$ cat src/rtl/srq_pkg.sv
package srq_pkg;
  localparam int DW       = 8;
  localparam int AW       = 2;
  localparam int NSRC     = 2;
  localparam int EN_BIT   = 4;
  localparam int PEND_BIT = 7;
  localparam logic [DW-1:0] VEC_PORT = 8'h21;
  localparam logic [DW-1:0] VEC_PIPE = 8'h22;

  typedef enum logic [AW-1:0] {
    A_STAT = 2'd0,
    A_VEC  = 2'd1,
    A_CTRL = 2'd2,
    A_EOS  = 2'd3
  } srq_addr_e;
endpackage

$ cat src/rtl/srq_decode.sv
module srq_decode
  import srq_pkg::*;
(
  input  logic          we_i,
  input  logic [AW-1:0] addr_i,
  input  logic          wd_pend_i,
  input  logic          wd_en_i,
  input  logic          en_q_i,
  output logic          ctrl_wr_o,
  output logic          close_o
);
  logic eos_wr, stat_clr, toggle;

  always_comb begin
    eos_wr    = we_i && (addr_i == A_EOS);
    stat_clr  = we_i && (addr_i == A_STAT) && !wd_pend_i;
    ctrl_wr_o = we_i && (addr_i == A_CTRL);
    toggle    = ctrl_wr_o && (wd_en_i != en_q_i);
    close_o   = eos_wr || stat_clr || toggle;
  end
endmodule

$ cat src/rtl/srq_src_latch.sv
module srq_src_latch
  import srq_pkg::*;
(
  input  logic            clk_i,
  input  logic            rst_ni,
  input  logic [NSRC-1:0] evt_i,
  input  logic            take_i,
  output logic [NSRC-1:0] wait_o
);
  logic [NSRC-1:0] wait_q;

  always_ff @(posedge clk_i or negedge rst_ni) begin
    if (!rst_ni) wait_q <= '0;
    else         wait_q <= (take_i ? '0 : wait_q) | evt_i;
  end
  assign wait_o = wait_q;

  // held events are never dropped without being taken
  a_r4_hold_events: assert property (@(posedge clk_i) disable iff (!rst_ni)
    (!take_i && (wait_q != '0)) |=> (wait_o != '0));
endmodule

$ cat src/rtl/srq_ctx.sv
module srq_ctx
  import srq_pkg::*;
(
  input  logic            clk_i,
  input  logic            rst_ni,
  input  logic            ack_i,
  input  logic            close_i,
  input  logic            ctrl_wr_i,
  input  logic [DW-1:0]   ctrl_wd_i,
  input  logic [NSRC-1:0] wait_i,
  output logic            take_o,
  output logic [DW-1:0]   ctrl_o,
  output logic            pend_o,
  output logic [NSRC-1:0] act_o,
  output logic [DW-1:0]   vec_o,
  output logic            req_no
);
  logic [DW-1:0]   ctrl_q;
  logic            pend_q, req_nq;
  logic [NSRC-1:0] act_q;
  logic [DW-1:0]   vec_q;
  logic            issue, ack_hit;

  assign issue   = ctrl_q[EN_BIT] && !pend_q && (wait_i != '0) && !close_i;
  assign ack_hit = ack_i && !req_nq;
  assign take_o  = issue;

  always_ff @(posedge clk_i or negedge rst_ni) begin
    if (!rst_ni) begin
      ctrl_q <= '0;
      pend_q <= 1'b0;
      act_q  <= '0;
      vec_q  <= '0;
      req_nq <= 1'b1;
    end else begin
      if (ctrl_wr_i) ctrl_q <= ctrl_wd_i;
      if (close_i) begin
        pend_q <= 1'b0;
        act_q  <= '0;
        vec_q  <= '0;
        req_nq <= 1'b1;
      end else if (issue) begin
        pend_q <= 1'b1;
        act_q  <= wait_i;
        req_nq <= 1'b0;
      end else if (ack_hit) begin
        req_nq <= 1'b1;
        vec_q  <= act_q[0] ? VEC_PORT : VEC_PIPE;
      end
    end
  end

  assign ctrl_o = ctrl_q;
  assign pend_o = pend_q;
  assign act_o  = act_q;
  assign vec_o  = vec_q;
  assign req_no = req_nq;

  // an active request always belongs to an open context
  a_r2_req_has_ctx: assert property (@(posedge clk_i) disable iff (!rst_ni)
    !req_no |-> pend_o);
  // acknowledge removes the request
  a_r3_ack_drops_req: assert property (@(posedge clk_i) disable iff (!rst_ni)
    (ack_i && !req_no) |=> req_no);
  // no new request while an acknowledged context is open
  a_r4_locked: assert property (@(posedge clk_i) disable iff (!rst_ni)
    (pend_o && req_no) |=> req_no);
  // any close clears vector and pending
  a_r5_close_clears: assert property (@(posedge clk_i) disable iff (!rst_ni)
    close_i |=> (vec_o == '0 && !pend_o && req_no));
  // disabled block never raises a request
  a_r6_disabled_idle: assert property (@(posedge clk_i) disable iff (!rst_ni)
    (!ctrl_o[EN_BIT] && req_no) |=> req_no);
  // close beats a simultaneous acknowledge
  a_r9_close_wins: assert property (@(posedge clk_i) disable iff (!rst_ni)
    (close_i && ack_i) |=> (vec_o == '0));
endmodule

$ cat src/rtl/srq_top.sv
module srq_top
  import srq_pkg::*;
(
  input  logic          clk_i,
  input  logic          rst_ni,
  input  logic          port_evt_i,
  input  logic          pipe_evt_i,
  input  logic          ack_i,
  input  logic          reg_we_i,
  input  logic [AW-1:0] reg_addr_i,
  input  logic [DW-1:0] reg_wdata_i,
  output logic [DW-1:0] reg_rdata_o,
  output logic          req_no
);
  logic            ctrl_wr, close, take, pend;
  logic [NSRC-1:0] wait_s, act;
  logic [DW-1:0]   ctrl, vec;

  srq_decode i_decode (
    .we_i      (reg_we_i),
    .addr_i    (reg_addr_i),
    .wd_pend_i (reg_wdata_i[PEND_BIT]),
    .wd_en_i   (reg_wdata_i[EN_BIT]),
    .en_q_i    (ctrl[EN_BIT]),
    .ctrl_wr_o (ctrl_wr),
    .close_o   (close)
  );

  srq_src_latch i_src (
    .clk_i  (clk_i),
    .rst_ni (rst_ni),
    .evt_i  ({pipe_evt_i, port_evt_i}),
    .take_i (take),
    .wait_o (wait_s)
  );

  srq_ctx i_ctx (
    .clk_i     (clk_i),
    .rst_ni    (rst_ni),
    .ack_i     (ack_i),
    .close_i   (close),
    .ctrl_wr_i (ctrl_wr),
    .ctrl_wd_i (reg_wdata_i),
    .wait_i    (wait_s),
    .take_o    (take),
    .ctrl_o    (ctrl),
    .pend_o    (pend),
    .act_o     (act),
    .vec_o     (vec),
    .req_no    (req_no)
  );

  always_comb begin
    reg_rdata_o = '0;
    unique case (srq_addr_e'(reg_addr_i))
      A_STAT: begin
        reg_rdata_o[PEND_BIT]  = pend;
        reg_rdata_o[NSRC-1:0]  = act;
      end
      A_VEC:  reg_rdata_o = vec;
      A_CTRL: reg_rdata_o = ctrl;
      default: reg_rdata_o = '0;
    endcase
  end
endmodule

$ cat config.mk
export PLATFORM = sky130hd
export DESIGN_NAME = srq_top
export DESIGN_NICKNAME = d
export VERILOG_FILES = /design/src/rtl/srq_pkg.sv /design/src/rtl/srq_decode.sv /design/src/rtl/srq_src_latch.sv /design/src/rtl/srq_ctx.sv /design/src/rtl/srq_top.sv
export SDC_FILE = /design/constraint.sdc
export NUM_CORES = 1
export LEC_CHECK = 0
export ABC_CLOCK_PERIOD_IN_PS = 1650
export CAP_MARGIN = 15
export CORE_ASPECT_RATIO = 0.9
export CORE_MARGIN = 5
export CORE_UTILIZATION = 47
export DETAILED_ROUTE_END_ITERATION = 6
export PLACE_DENSITY = 0.77
export REMOVE_ABC_BUFFERS = 1
export SLEW_MARGIN = 20
export SYNTH_ARGS = -nofsm -noshare
export SYNTH_HDL_FRONTEND = slang
export SYNTH_HIERARCHICAL = 1
export SYNTH_SLANG_ARGS = --single-unit
$ cat constraint.sdc
create_clock -name clk_i -period 1.65 [get_ports clk_i]
set_input_delay 0.33 -clock clk_i [delete_from_list [all_inputs] [get_ports clk_i]]
set_output_delay 0.33 -clock clk_i [all_outputs]
set_load 0.005 [all_outputs]
==> metrics.txt, run 1 <==
status finished, final reports clean; final instance area 1330 um2; Post-Syn Area per Cell 11.0 um2; Synth Cell Area 978 um2; startpoint types input port; post-route ant nets 0; minimum clock period 1640 ps; Worst-Skew Late Latency 290 ps; first-pass GRT wire length 3.63 mm; Sequential Power Share 48.8%; Post-Synthesis Cells 89; Post-layout nets 144; Setup crit end kind output pin; die area 3100 um2; drt drc 0; internal power 0.859 mW; I/O Buffers 24; CTS tree yes; R2R cell count 5; placed cell areas 1260 um2; vias in the first global route 804; critical setup path kind input port to output pin; H-tree lvl count 1; Seq/Total Area, Yosys 43.6%; final setup vio count 0; core region area 1950 um2; crit path DAT 1310 ps; final worst path period share 99.3%; Via density 5.24; Net Switching 0.387 mW; top post-synthesis cells by area dfrtp_1 (41%), mux2_2 (9.2%), ha_1 (5.1%); Routed WL 2.23 mm; CTS buffer count 3; ANT cells 0; post-synthesis async set-or-reset flop share 100%; DRT Pass-1 Iters 4; post-DP HPWL 1.68 mm; Top FF cell, synth dfrtp_1; Cell variety after synth 31; worst clock skew 8.48 ps; share of total power in the clock network 18.0%; EDFF count, synth 0; Max VDD drop 0.571 mV; clock-pin slew on the worst setup and hold paths 110 ps; total track usage 15.8%; DRC marker count from the first detailed-route iteration 20; GRT overflow 0; Vert. Die Dim 53.3 um; layout cells sized above 1 35.8%; Worst Path Max Fanout 4; Post-CTS Hold Buffers 0; RSZ-0062 raised after global routing true; YS warnings 6; pwr/cell area 939 nW/um2; initial antenna violation count 0; clock root cell clkbuf_4; leakage 0.594 nW; Rows 15; Worst EP required 1320 ps; area leader, netlist dfrtp_1; Max Fclk 0.611 GHz; final hold viol count 0; Synth Register Bits 17; switch share 31.1%; clk sinks 17; Die Wd 58.1 um; Max Cap Viol 0; HP Class input port to asynchronous set/reset pin; initial cell density of the core 50.1%; setup TNS 0 ps; top-count cell post-synth dfrtp_1; largest net degree at the start of global routing 18; filler instances 174; Area growth, synth to finish 35.7%; routed length per instance 15.1 um; Place WS -742 ps; CTS Buffer Depth 2; routed via count 775; GP Congestion 0.766; PnR worst setup slack 12.0 ps; Combinational Power Share 33.2%; io pins 25; Max Transition Viols Final 0; top cell type's share of synthesized area 40.9%; Post-synth top cells dfrtp_1 (16), mux2_2 (8), inv_1 (6), nor2_1 (6), nor2b_1 (6)
what timing repair did:
action,CTS,global route
pin swaps,5,3
endpoints found under the setup margin,9,7
setup buffers,2,0
resized for setup,31,10
gates cloned,0,0
endpoints found under the hold margin,0,0
final timing paths:
path | start | endpoint | slack (ps)
min reg2reg | i_ctx/ctrl_o[2] | i_ctx/ctrl_o[2] | 540
min in group clk_i | i_ctx/ctrl_o[2] | i_ctx/ctrl_o[2] | 540
max | reg_addr_i[1] | reg_rdata_o[5] | 10
max in group asynchronous | rst_ni | i_ctx/req_no | 1040
min | rst_ni | i_ctx/act_o[1] | 360
max reg2reg | i_ctx/ctrl_o[4] | i_src/wait_o[1] | 200
cells by family (layout without fill, tap and decap cells):
| group | Yosys count | count (layout) | synth area share [%] |
|---|---|---|---|
| adder cells (fa/ha/maj) | 4 | 4 | 5.12 |
| XOR/XNOR | 1 | 1 | 0.895 |
| flip-flops | 17 | 17 | 43.6 |
| AND/OR/NAND/NOR | 21 | 21 | 12.7 |
| AO/OA/AOI/OAI | 20 | 20 | 16.2 |
| buffers and inverters | 15 | 45 | 9.33 |
| other | 1 | 5 | 0.383 |
| multiplexers | 10 | 10 | 11.8 |
power by group through the flow:
stage	clock network [mW]	registers, mW	logic, mW
2_1_floorplan	0	0.590	0.233
3_3_place_gp	0	0.607	0.388
3_5_place_dp	0	0.612	0.402
4_1_cts	0.233	0.601	0.413
5_1_grt	0.256	0.622	0.453
6_report	0.224	0.608	0.414
critical path, stage by stage:
cell and delay (ps):
buf_4 110, inv_2 50, ha_2 190, buf_4 140, a22oi_2 170, nor2b_1 60, dlygate4sd2_1 260
final cells by class:
class                   instances  area [um2]  area share, %
clock inverters                 1        5.00          0.377
repair buffers                 35         294           22.1
clock buffers                   3        22.5           1.70
multi-input cells              61         523           39.4
inverters                       6        25.0           1.89
flip-flops and latches         17         427           32.1
well taps                      25        31.3           2.36
registers in the layout, summed over array words and instances, names as in the netlist:
name / count
i_ctx/ctrl_o: 8
i_ctx/req_no: 1
i_ctx/act_o: 2
i_src/wait_o: 2
i_ctx/pend_o: 1
i_ctx/vec_o: 3
cell usage in the layout (no fill, tap or decap), drive strengths merged:
cell	count
xor2	1
a22oi	5
dfstp	1
o311a	1
a222oi	3
mux2	9
nand2	1
inv	6
nand3	2
nand2b	4
nor2	7
clkdlybuf4s15	2
o21ba	1
o21bai	1
mux2i	1
a21o	2
o22ai	1
buf	14
dfrtp	16
ha	4
o21ai	2
o211a	1
clkbuf	6
nor2b	6
dlygate4sd2	3
a21oi	3
or2	1
clkdlybuf4s50	13
conb	5
clkinv	1
through the flow:
stage	util (%)	hold slack, ps	power [mW]	instances
final	68.0	356	1.25	148
after CTS	67.6	356	1.25	148
after floorplan	-	34.4	0.823	84
after global routing	68.0	361	1.33	148
after detailed placement	64.7	501	1.01	142
after global placement	64.7	499	0.994	142
per-layer routing:
metal | vias to the layer above | wire length, um | global-route usage (%)
met5 | - | 0 | 0
met4 | 0 | 16 | 5.79
met3 | 2 | 157 | 4.15
met2 | 30 | 1160 | 28.9
met1 | 372 | 901 | 17.4
li1 | 371 | - | -
Power figures use the tool's default switching activity.
==> inputs of run 2 (changes only) <==
- SKIP_CTS_REPAIR_TIMING: default -> 1
==> run 2 against run 1 <==
Net effect:
- die area stayed put
- clock-buffer cell count stayed put
- clock skew hardly changed
- highest routed layer unchanged
- utilization is 0.58 points higher
- critical path type unchanged
- worst hold slack worse by 2.3 ps
==> metrics.txt, run 2 (synthesized netlist as in run 1, its figures left out) <==
critical setup path kind input port to output pin; commonest non-fill, non-tap cell in the layout dfrtp_1; Worst EP required 1320 ps (about the same); Area growth, synth to finish 36.8%; Vert. Die Dim 53.3 um (unchanged); Place WS -742 ps (unchanged); I/O Buffers 24 (unchanged); GP Congestion 0.766 (unchanged); CTS Buffer Depth 2 (unchanged); max FFs per register 8 (unchanged); largest net degree at the start of global routing 18 (unchanged); final instance area 1340 um2 (+0.85%); post-route ant nets 0 (unchanged); Worst-Skew Late Latency 290 ps (about the same); pwr/cell area 916 nW/um2 (-2.4%); Routed WL 2.18 mm (-2.2%); CTS tree yes; clock-pin slew on the worst setup and hold paths 110 ps (about the same); Max Cap Viol 0 (unchanged); ANT cells 0 (unchanged); core region area 1950 um2 (unchanged); Die Wd 58.1 um (unchanged); routed length per instance 14.9 um (-0.86%); DRC marker count from the first detailed-route iteration 25 (+25%); initial cell density of the core 50.1% (unchanged); initial antenna violation count 0 (unchanged); vias in the first global route 760 (-5.5%); H-tree lvl count 1 (unchanged); io pins 25 (unchanged); leakage 0.689 nW (+16%); status finished, final reports clean; PnR worst setup slack 67.1 ps (+55.1 ps); Worst Path Max Fanout 5 (+1); Via density 5.25 (+0.19%); routed via count 766 (-1.2%); clk sinks 17 (unchanged); layout cells sized above 1 28.9% (-6.8 points); post-DP HPWL 1.68 mm (unchanged); Setup crit end kind output pin; die area 3100 um2 (unchanged); Post-layout nets 142 (-1.4%); most frequent cells in the layout dfrtp_1 (16), clkdlybuf4s50_1 (13), buf_4 (9); total track usage 15.0% (-0.73 points); final worst path period share 95.9% (-3.3 points); final hold viol count 0 (unchanged); DRT Pass-1 Iters 4 (unchanged); worst clock skew 8.63 ps (+0.153 ps); setup TNS 0 ps (unchanged); HP Class input port to asynchronous set/reset pin; drt drc 0 (unchanged); R2R cell count 5 (unchanged); Rows 15 (unchanged); reg2reg setup slack 210 ps (about the same); clock root cell clkbuf_4; GRT overflow 0 (unchanged); Max Transition Viols Final 0 (unchanged); filler instances 172 (-1.1%); final setup vio count 0 (unchanged); first-pass GRT wire length 3.48 mm (-4.2%); Layout Cells excl Fill 146 (-1.4%); Placed Cells 142 (unchanged); Max VDD drop 0.569 mV (-0.43%); RR Endpoint i_src/wait_o[1]; placed cell areas 1260 um2 (unchanged); CTS buffer count 3 (unchanged); Max Fclk 0.632 GHz (+3.5%); startpoint types input port; minimum clock period 1580 ps (-55.1 ps); crit path DAT 1250 ps (-60 ps); R2R Path Start i_ctx/ctrl_o[4]; Layout Utilization 68.6% (+0.58 points)
run 2: changes by cell type in the layout (fill, tap and decap cells not counted), sizes merged:
cell and change:
buf -5, dlymetal6s2s +8, dlygate4sd2 -3, clkdlybuf4s15 -2
run 2: how the worst max path moves through the flow:
stage | start | to | slack, ps | depth (start not counted)
after CTS | reg_addr_i[0] | reg_rdata_o[6] | -740 | 7
final | reg_addr_i[0] | reg_rdata_o[0] | 70 | 6
after global placement | reg_addr_i[0] | reg_rdata_o[1] | -690 | 6
after detailed placement | reg_addr_i[0] | reg_rdata_o[6] | -740 | 7
after global routing | reg_addr_i[0] | reg_rdata_o[0] | -10 | 6
after floorplan | i_ctx/ctrl_o[4] | i_src/wait_o[1] | 230 | 5
run 2: where the power goes:
| group | total (mW) | internal, mW | switching [mW] |
|---|---|---|---|
| clock | 0.224 | 0.0901 | 0.134 |
| combinational | 0.399 | 0.238 | 0.161 |
| sequential | 0.603 | 0.524 | 0.0790 |
| total | 1.23 | 0.852 | 0.375 |
run 2: worst max-delay path: stages:
cell and delay (ps):
clkbuf_4 150, inv_4 50, ha_4 170, a222oi_1 320
nor2_1 70, dlymetal6s2s_1 160
run 2: layout make-up:
| class | instances | area [um2] | area share [%] |
|---|---|---|---|
| multi-input combinational | 61 | 513 | 38.3 |
| timing repair buffer | 33 | 315 | 23.6 |
| sequential | 17 | 427 | 31.9 |
| inverter | 6 | 25.0 | 1.87 |
| tap | 25 | 31.3 | 2.34 |
| clock buffer | 3 | 22.5 | 1.68 |
| clock inverter | 1 | 5.00 | 0.374 |
run 2: stage by stage:
step / power (mW) / hold slack [ps]
after floorplan: 0.823 / 34.4
after global placement: 0.994 / 499
after detailed placement: 1.01 / 501
after CTS: 1.24 / 356
after global routing: 1.31 / 361
final: 1.23 / 354
run 2: metal layers:
| layer | routed length (um) | share of wire [%] | track usage [%] |
|---|---|---|---|
| met5 | 0 | 0 | 0 |
| met2 | 1130 | 52 | 26.5 |
| met1 | 880 | 40 | 17.3 |
| met4 | 26 | 1.2 | 5.79 |
| met3 | 147 | 6.7 | 4.15 |
